File: config.mk
export PLATFORM = sky130hd
export DESIGN_NAME = owire_slot_master
export DESIGN_NICKNAME = d
export VERILOG_FILES = /design/src/rtl/owire_pkg.sv /design/src/rtl/owire_unit_tick.sv /design/src/rtl/owire_sync.sv /design/src/rtl/owire_slot_engine.sv /design/src/rtl/owire_byte_ctrl.sv /design/src/rtl/owire_slot_master.sv
export SDC_FILE = /design/constraint.sdc
export NUM_CORES = 1
export LEC_CHECK = 0
export BUFFER_PORTS_ARGS = -buffer_cell sky130_fd_sc_hd__buf_4
export CAP_MARGIN = 20
export CORE_ASPECT_RATIO = 1.1
export CORE_MARGIN = 10
export CORE_UTILIZATION = 40
export CTS_BUF_LIST = sky130_fd_sc_hd__clkbuf_2 sky130_fd_sc_hd__clkbuf_4 sky130_fd_sc_hd__clkbuf_8
export DETAILED_ROUTE_END_ITERATION = 10
export HOLD_SLACK_MARGIN = 0.1
export SLEW_MARGIN = 40
export SYNTH_ARGS = -nofsm -noshare
export SYNTH_HDL_FRONTEND = slang
export SYNTH_SLANG_ARGS = --single-unit
File: constraint.sdc
create_clock -name clk_i -period 5 [get_ports clk_i]
set_clock_uncertainty 0.1 [all_clocks]
set_input_delay 0.25 -clock clk_i [delete_from_list [all_inputs] [get_ports clk_i]]
set_output_delay 0.25 -clock clk_i [all_outputs]
set_load 0.02 [all_outputs]
File: src/rtl/owire_pkg.sv
package owire_pkg;
  localparam int CNT_W = 9;

  typedef enum logic [1:0] {SLOT_RESET, SLOT_ZERO, SLOT_ONE} slot_e;
  typedef enum logic [1:0] {PH_IDLE, PH_LOW, PH_PRE, PH_POST} phase_e;

  localparam logic [1:0] OP_BIT  = 2'b00;
  localparam logic [1:0] OP_BYTE = 2'b01;

  // units per phase: low, release-to-sample, sample-to-end
  function automatic logic [CNT_W-1:0] phase_len(slot_e k, phase_e p);
    logic [CNT_W-1:0] r;
    r = CNT_W'(1);
    unique case (k)
      SLOT_RESET: case (p)
        PH_LOW:  r = CNT_W'(480);
        PH_PRE:  r = CNT_W'(70);
        PH_POST: r = CNT_W'(410);
        default: r = CNT_W'(1);
      endcase
      SLOT_ZERO: case (p)
        PH_LOW:  r = CNT_W'(60);
        PH_PRE:  r = CNT_W'(5);
        PH_POST: r = CNT_W'(5);
        default: r = CNT_W'(1);
      endcase
      default: case (p)
        PH_LOW:  r = CNT_W'(6);
        PH_PRE:  r = CNT_W'(9);
        PH_POST: r = CNT_W'(55);
        default: r = CNT_W'(1);
      endcase
    endcase
    return r;
  endfunction

  function automatic slot_e bit_kind(logic b);
    return b ? SLOT_ONE : SLOT_ZERO;
  endfunction
endpackage

File: src/rtl/owire_unit_tick.sv
module owire_unit_tick #(
  parameter int CLK_DIV = 50,
  parameter int COEF_W  = 4
) (
  input  logic              clk_i,
  input  logic              rst_ni,
  input  logic              restart_i,
  input  logic [COEF_W-1:0] coef_i,
  output logic              unit_o
);
  localparam int DIV_W = (CLK_DIV > 1) ? $clog2(CLK_DIV) : 1;
  localparam logic [DIV_W-1:0] DIV_LAST = DIV_W'(CLK_DIV - 1);

  logic [DIV_W-1:0]  div_q;
  logic [COEF_W-1:0] rep_q, coef_q;
  logic              div_wrap;

  assign div_wrap = (div_q == DIV_LAST);
  assign unit_o   = div_wrap && (rep_q == coef_q - COEF_W'(1));

  always_ff @(posedge clk_i or negedge rst_ni) begin
    if (!rst_ni) begin
      div_q  <= '0;
      rep_q  <= '0;
      coef_q <= COEF_W'(1);
    end else if (restart_i) begin
      div_q  <= '0;
      rep_q  <= '0;
      coef_q <= (coef_i == '0) ? COEF_W'(1) : coef_i;
    end else if (div_wrap) begin
      div_q <= '0;
      rep_q <= unit_o ? '0 : rep_q + COEF_W'(1);
    end else begin
      div_q <= div_q + DIV_W'(1);
    end
  end
endmodule

File: src/rtl/owire_sync.sv
module owire_sync #(
  parameter int STAGES = 2
) (
  input  logic clk_i,
  input  logic rst_ni,
  input  logic d_i,
  output logic q_o
);
  logic [STAGES-1:0] sr_q;

  always_ff @(posedge clk_i or negedge rst_ni) begin
    if (!rst_ni) sr_q <= '1;
    else         sr_q <= {sr_q[STAGES-2:0], d_i};
  end

  assign q_o = sr_q[STAGES-1];
endmodule

File: src/rtl/owire_slot_engine.sv
module owire_slot_engine
  import owire_pkg::*;
(
  input  logic  clk_i,
  input  logic  rst_ni,
  input  logic  start_i,
  input  slot_e kind_i,
  input  logic  unit_i,
  input  logic  line_i,
  output logic  drive_low_o,
  output logic  done_o,
  output logic  bit_o
);
  phase_e           ph_q;
  slot_e            kind_q;
  logic [CNT_W-1:0] cnt_q;
  logic             last;

  assign last        = unit_i && (cnt_q == phase_len(kind_q, ph_q) - CNT_W'(1));
  assign drive_low_o = (ph_q == PH_LOW);

  always_ff @(posedge clk_i or negedge rst_ni) begin
    if (!rst_ni) begin
      ph_q   <= PH_IDLE;
      kind_q <= SLOT_ONE;
      cnt_q  <= '0;
      done_o <= 1'b0;
      bit_o  <= 1'b0;
    end else begin
      done_o <= 1'b0;
      if (ph_q == PH_IDLE) begin
        if (start_i) begin
          ph_q   <= PH_LOW;
          kind_q <= kind_i;
          cnt_q  <= '0;
        end
      end else if (unit_i) begin
        if (last) begin
          cnt_q <= '0;
          unique case (ph_q)
            PH_LOW: ph_q <= PH_PRE;
            PH_PRE: begin
              ph_q  <= PH_POST;
              bit_o <= (kind_q == SLOT_ZERO) ? 1'b0 : line_i;
            end
            default: begin
              ph_q   <= PH_IDLE;
              done_o <= 1'b1;
            end
          endcase
        end else begin
          cnt_q <= cnt_q + CNT_W'(1);
        end
      end
    end
  end
endmodule

File: src/rtl/owire_byte_ctrl.sv
module owire_byte_ctrl
  import owire_pkg::*;
#(
  parameter int DATA_W = 8
) (
  input  logic              clk_i,
  input  logic              rst_ni,
  input  logic              cmd_valid_i,
  input  logic [1:0]        cmd_op_i,
  input  logic [DATA_W-1:0] cmd_data_i,
  input  logic              eng_done_i,
  input  logic              eng_bit_i,
  output logic              slot_start_o,
  output slot_e             slot_kind_o,
  output logic              busy_o,
  output logic              done_o,
  output logic [DATA_W-1:0] rdata_o
);
  localparam int CW = $clog2(DATA_W);

  logic              active_q, byte_q;
  logic [DATA_W-1:0] sh_q, gathered;
  logic [CW-1:0]     left_q;
  logic              accept, more;

  assign accept       = cmd_valid_i && !active_q;
  assign more         = active_q && eng_done_i && byte_q && (left_q != '0);
  assign slot_start_o = accept || more;
  assign gathered     = {eng_bit_i, sh_q[DATA_W-1:1]};
  assign busy_o       = active_q;

  always_comb begin
    if (accept) slot_kind_o = cmd_op_i[1] ? SLOT_RESET : bit_kind(cmd_data_i[0]);
    else        slot_kind_o = bit_kind(sh_q[1]);
  end

  always_ff @(posedge clk_i or negedge rst_ni) begin
    if (!rst_ni) begin
      active_q <= 1'b0;
      byte_q   <= 1'b0;
      sh_q     <= '0;
      left_q   <= '0;
      done_o   <= 1'b0;
      rdata_o  <= '0;
    end else begin
      done_o <= 1'b0;
      if (accept) begin
        active_q <= 1'b1;
        byte_q   <= (cmd_op_i == OP_BYTE);
        sh_q     <= cmd_data_i;
        left_q   <= CW'(DATA_W - 1);
      end else if (active_q && eng_done_i) begin
        sh_q <= gathered;
        if (more) begin
          left_q <= left_q - CW'(1);
        end else begin
          active_q <= 1'b0;
          done_o   <= 1'b1;
          rdata_o  <= byte_q ? gathered : {{(DATA_W-1){1'b0}}, eng_bit_i};
        end
      end
    end
  end
endmodule

File: src/rtl/owire_slot_master.sv
module owire_slot_master
  import owire_pkg::*;
#(
  parameter int CLK_DIV = 50,
  parameter int COEF_W  = 4,
  parameter int DATA_W  = 8,
  parameter int SYNC_N  = 2
) (
  input  logic              clk_i,
  input  logic              rst_ni,
  input  logic [COEF_W-1:0] coef_i,
  input  logic              cmd_valid_i,
  input  logic [1:0]        cmd_op_i,
  input  logic [DATA_W-1:0] cmd_data_i,
  output logic              busy_o,
  output logic              done_o,
  output logic [DATA_W-1:0] rdata_o,
  input  logic              line_i,
  output logic              drive_low_o
);
  logic  slot_start, unit, line_s, eng_done, eng_bit;
  slot_e slot_kind;

  owire_sync #(.STAGES(SYNC_N)) i_sync (
    .clk_i (clk_i),
    .rst_ni(rst_ni),
    .d_i   (line_i),
    .q_o   (line_s)
  );

  owire_unit_tick #(.CLK_DIV(CLK_DIV), .COEF_W(COEF_W)) i_tick (
    .clk_i    (clk_i),
    .rst_ni   (rst_ni),
    .restart_i(slot_start),
    .coef_i   (coef_i),
    .unit_o   (unit)
  );

  owire_slot_engine i_engine (
    .clk_i      (clk_i),
    .rst_ni     (rst_ni),
    .start_i    (slot_start),
    .kind_i     (slot_kind),
    .unit_i     (unit),
    .line_i     (line_s),
    .drive_low_o(drive_low_o),
    .done_o     (eng_done),
    .bit_o      (eng_bit)
  );

  owire_byte_ctrl #(.DATA_W(DATA_W)) i_ctrl (
    .clk_i       (clk_i),
    .rst_ni      (rst_ni),
    .cmd_valid_i (cmd_valid_i),
    .cmd_op_i    (cmd_op_i),
    .cmd_data_i  (cmd_data_i),
    .eng_done_i  (eng_done),
    .eng_bit_i   (eng_bit),
    .slot_start_o(slot_start),
    .slot_kind_o (slot_kind),
    .busy_o      (busy_o),
    .done_o      (done_o),
    .rdata_o     (rdata_o)
  );
endmodule

==> metrics list <==
- Achievable Freq: 0.299 GHz
- Pins Over Slew Limit: 0
- In this run the critical register-to-register path is launched from i_engine.ph_q[0].
- Counting cells, the worst reg-to-reg path comes to 11.
- Remaining antenna violation count after routing: 0
- Of the cells placed in the final design, the portion with a size suffix greater than 1 is 0.145.
- Maximum buffer depth of the clock tree: 2
- Total Power: 937 uW
- After floorplanning, the core was sized to cover 7510 sq um.
- PostCTS Resize Cnt: 0
* Total number of H-tree levels: 2
- The initial antenna violation count came to 0.
- The mapped netlist covers 3100 sq um.
* Worst Hold Depth: 3
* Total routed wirelength: 6.89 mm
* Clock network latency to the later pin of the worst-skew pair: 310 ps
- Setup_tns: 0 ps
- Routability Congestion: 0.820
* FFs w/ async S/R, synth: 1.00
- Number of global-route vias before repair: 2,464
- Number of DRC markers after the initial detailed-route iteration: 132
- Result of the run: finished clean
* RSZ-0062 raised after global routing: false
- The initial utilization of the core area, before any placement, comes to 0.413.
- In this run the static leakage power is 0.00165 uW.
- Power per Cell Area: 258 nW/um^2
- Synthesis-to-finish area growth: 16.9%
- Number of vias in the routed layout: 2,434
* Fin crit share: 0.669
* Iteration count of the initial detailed-routing pass: 4
- Detail Placement HPWL: 5.00 mm
- Max-cap violations in this run came to 0.
- The worst setup path is launched from a register.
- Clk sink count: 52
- Drt drc: 0
* Die height: 112 um
- Wire length of the first global-routing pass: 11.7 mm
- Data on the critical path is required at its endpoint by 5100 ps.
- For this design the top-level I/O count stands at 29.
- Peak supply drop: 0.266 mV
* Number of flops mapped to enable cells by yosys: 0
* Flop and latch count out of synthesis: 52
* Leftover overflow at the end of global routing: 0
- The path class of the tightest hold or removal check is in2reg.
- In the routed layout, each cell is associated on average with a via count of 5.09.
- The clock period could shrink to 3340 ps.
- Leaving out fill and tap cells, the most frequent cell in the layout is dfrtp_1.
- Yosys printed 0 warnings.
- After clock tree synthesis, the clock-pin slew on the worst setup and hold paths is 100 ps.
- Number of placement rows: 33
* Setup slack on the worst flop-to-flop path: 1660 ps
- Per-cell routed wire length: 14.4 um
- For the worst setup path, the data arrival time is 3440 ps.
- For this run, the register share of the synthesized area comes to 0.421.
- Buffers placed on the I/O ports in this run total 28.
- Fill cells in the final layout number 737.
* Maximum number of pins on one net before global-route repair: 53
- Crit Path Max Fanout: 14
- Capture instance of the worst register-to-register path: i_engine.ph_q[1]
- Slew at the pin closest to its max-slew limit: 657 ps
- Max_slew headroom: 0.562
- Synth Net Count: 368
* Number of distinct library cells after synthesis: 57
* Width of the die: 104 um
* Global router's overall resource usage: 0.117
- Die footprint: 11,700 sq um
- In the layout the commonest cells are 48 x dfrtp_1, 46 x nand2_1, 30 x nor2_1, 30 x o21ai_0, 28 x buf_4.
- CTS placed an instance of clkbuf_8 at the clock tree root.
- Hold violation count in the final report: 0
* Inserted Diodes: 0
* Main flop type after synthesis: dfrtp_1
* Number of buffers created by CTS: 5
- Setup violations remaining at the end of the flow were counted as 0.
- Averaged over all synthesized cells, the footprint is 9.24 sq um.
* Number of instances in the synthesized netlist: 336
- Worst hold path startpoint: coef_i[0]
- The setup path with the least slack is of type reg2reg.
- Layout Nets: 404
* End of the worst hold path: i_tick.coef_q[0]
* Critical path capture point type: register
* Clock tree from TritonCTS: built
## layer usage
metal,up-vias,share of wire,global-route usage
li1,1238,-,-
met1,1151,0.47,0.145
met2,38,0.49,0.203
met3,7,0.031,0.0200
met4,0,0.013,0.0390
met5,-,0,0
## what timing repair did
item	4_1_cts	5_1_grt
hold buffers	14	0
setup endpoints to repair	0	0
hold endpoints to repair	61	0
setup buffers	0	0
## worst max-delay path, stage by stage, from the launching register on
cell,delay [ps]
dfrtp_1,440
ha_1,460
nor2_1,120
o31ai_2,330
inv_1,80
ha_1,290
xor2_1,150
o21ai_0,150
a2111oi_4,460
o211ai_4,150
o21ai_2,170
mux2_1,330
## final cells by class
| class | count | area [sq um] | share of cell area |
|---|---|---|---|
| Multi-Input combinational cell | 252 | 1670 | 0.462 |
| Sequential cell | 52 | 1310 | 0.360 |
| Timing Repair Buffer | 42 | 350 | 0.0966 |
| Tap cell | 105 | 131 | 0.0362 |
| Clock buffer | 6 | 76.3 | 0.0210 |
| Inverter | 19 | 71.3 | 0.0197 |
| Clock inverter | 2 | 16.3 | 0.00449 |
## worst max-delay path by stage
stage / startpoint / end / slack [ps]
floorplan: i_engine.ph_q[0] / i_engine.ph_q[1] / 1920
global placement: i_engine.ph_q[0] / i_engine.ph_q[1] / 1800
CTS: i_engine.ph_q[0] / i_engine.ph_q[1] / 1660
global route: i_engine.ph_q[0] / i_engine.ph_q[1] / 1450
detailed placement: i_engine.ph_q[0] / i_engine.ph_q[1] / 1680
finish: i_engine.ph_q[0] / i_engine.ph_q[1] / 1660
## power by group
part	leakage [uW]	internal (uW)	switching, uW
Clock	0.0000448	105	144
Combinational	0.000996	83.3	77.3
Sequential	0.000613	472	54.4
## metrics by stage
step / util / instance area (sq um) / hold WS [ps] / worst slack, ps / std cells
2_1_floorplan: - / 3100 / -146 / 1920 / 336
3_3_place_gp: 0.451 / 3390 / 233 / 1800 / 456
3_5_place_dp: 0.452 / 3390 / 234 / 1680 / 456
4_1_cts: 0.483 / 3630 / 121 / 1660 / 478
5_1_grt: 0.483 / 3630 / 125 / 1450 / 478
6_report: 0.483 / 3630 / 133 / 1660 / 478
## state kept, by name (all words and copies together), names as in the netlist
name,flops
i_ctrl.rdata_o,8
i_sync.sr_q,2
i_tick.coef_q,4
i_engine.cnt_q,9
i_ctrl.byte_q,1
i_engine.ph_q,2
i_ctrl.sh_q,7
i_engine.done_o,1
i_tick.rep_q,4
i_tick.div_q,6
i_ctrl.done_o,1
i_engine.kind_q,2
i_engine.bit_o,1
i_ctrl.left_q,3
i_ctrl.busy_o,1
## Yosys cell counts (all sizes together) (9+ instances only)
cell type / number / area share
nand3: 14 / 0.023
dfrtp: 48 / 0.39
nand2: 46 / 0.056
mux2i: 9 / 0.029
ha: 14 / 0.056
xnor2: 13 / 0.037
inv: 19 / 0.023
clkbuf: 9 / 0.011
o21ai: 32 / 0.053
nor2: 30 / 0.036
xor2: 9 / 0.025
o211ai: 9 / 0.028
## cells by family after synthesis
kind of cell,count (synthesis),share of synthesized area
simple gates,129,0.206
compound gates,73,0.167
mux,14,0.0472
xor+xnor,22,0.0621
fa+ha+maj,14,0.0565
buf+inv,32,0.0403
flops,52,0.421
(Power assumes the default switching activity.)
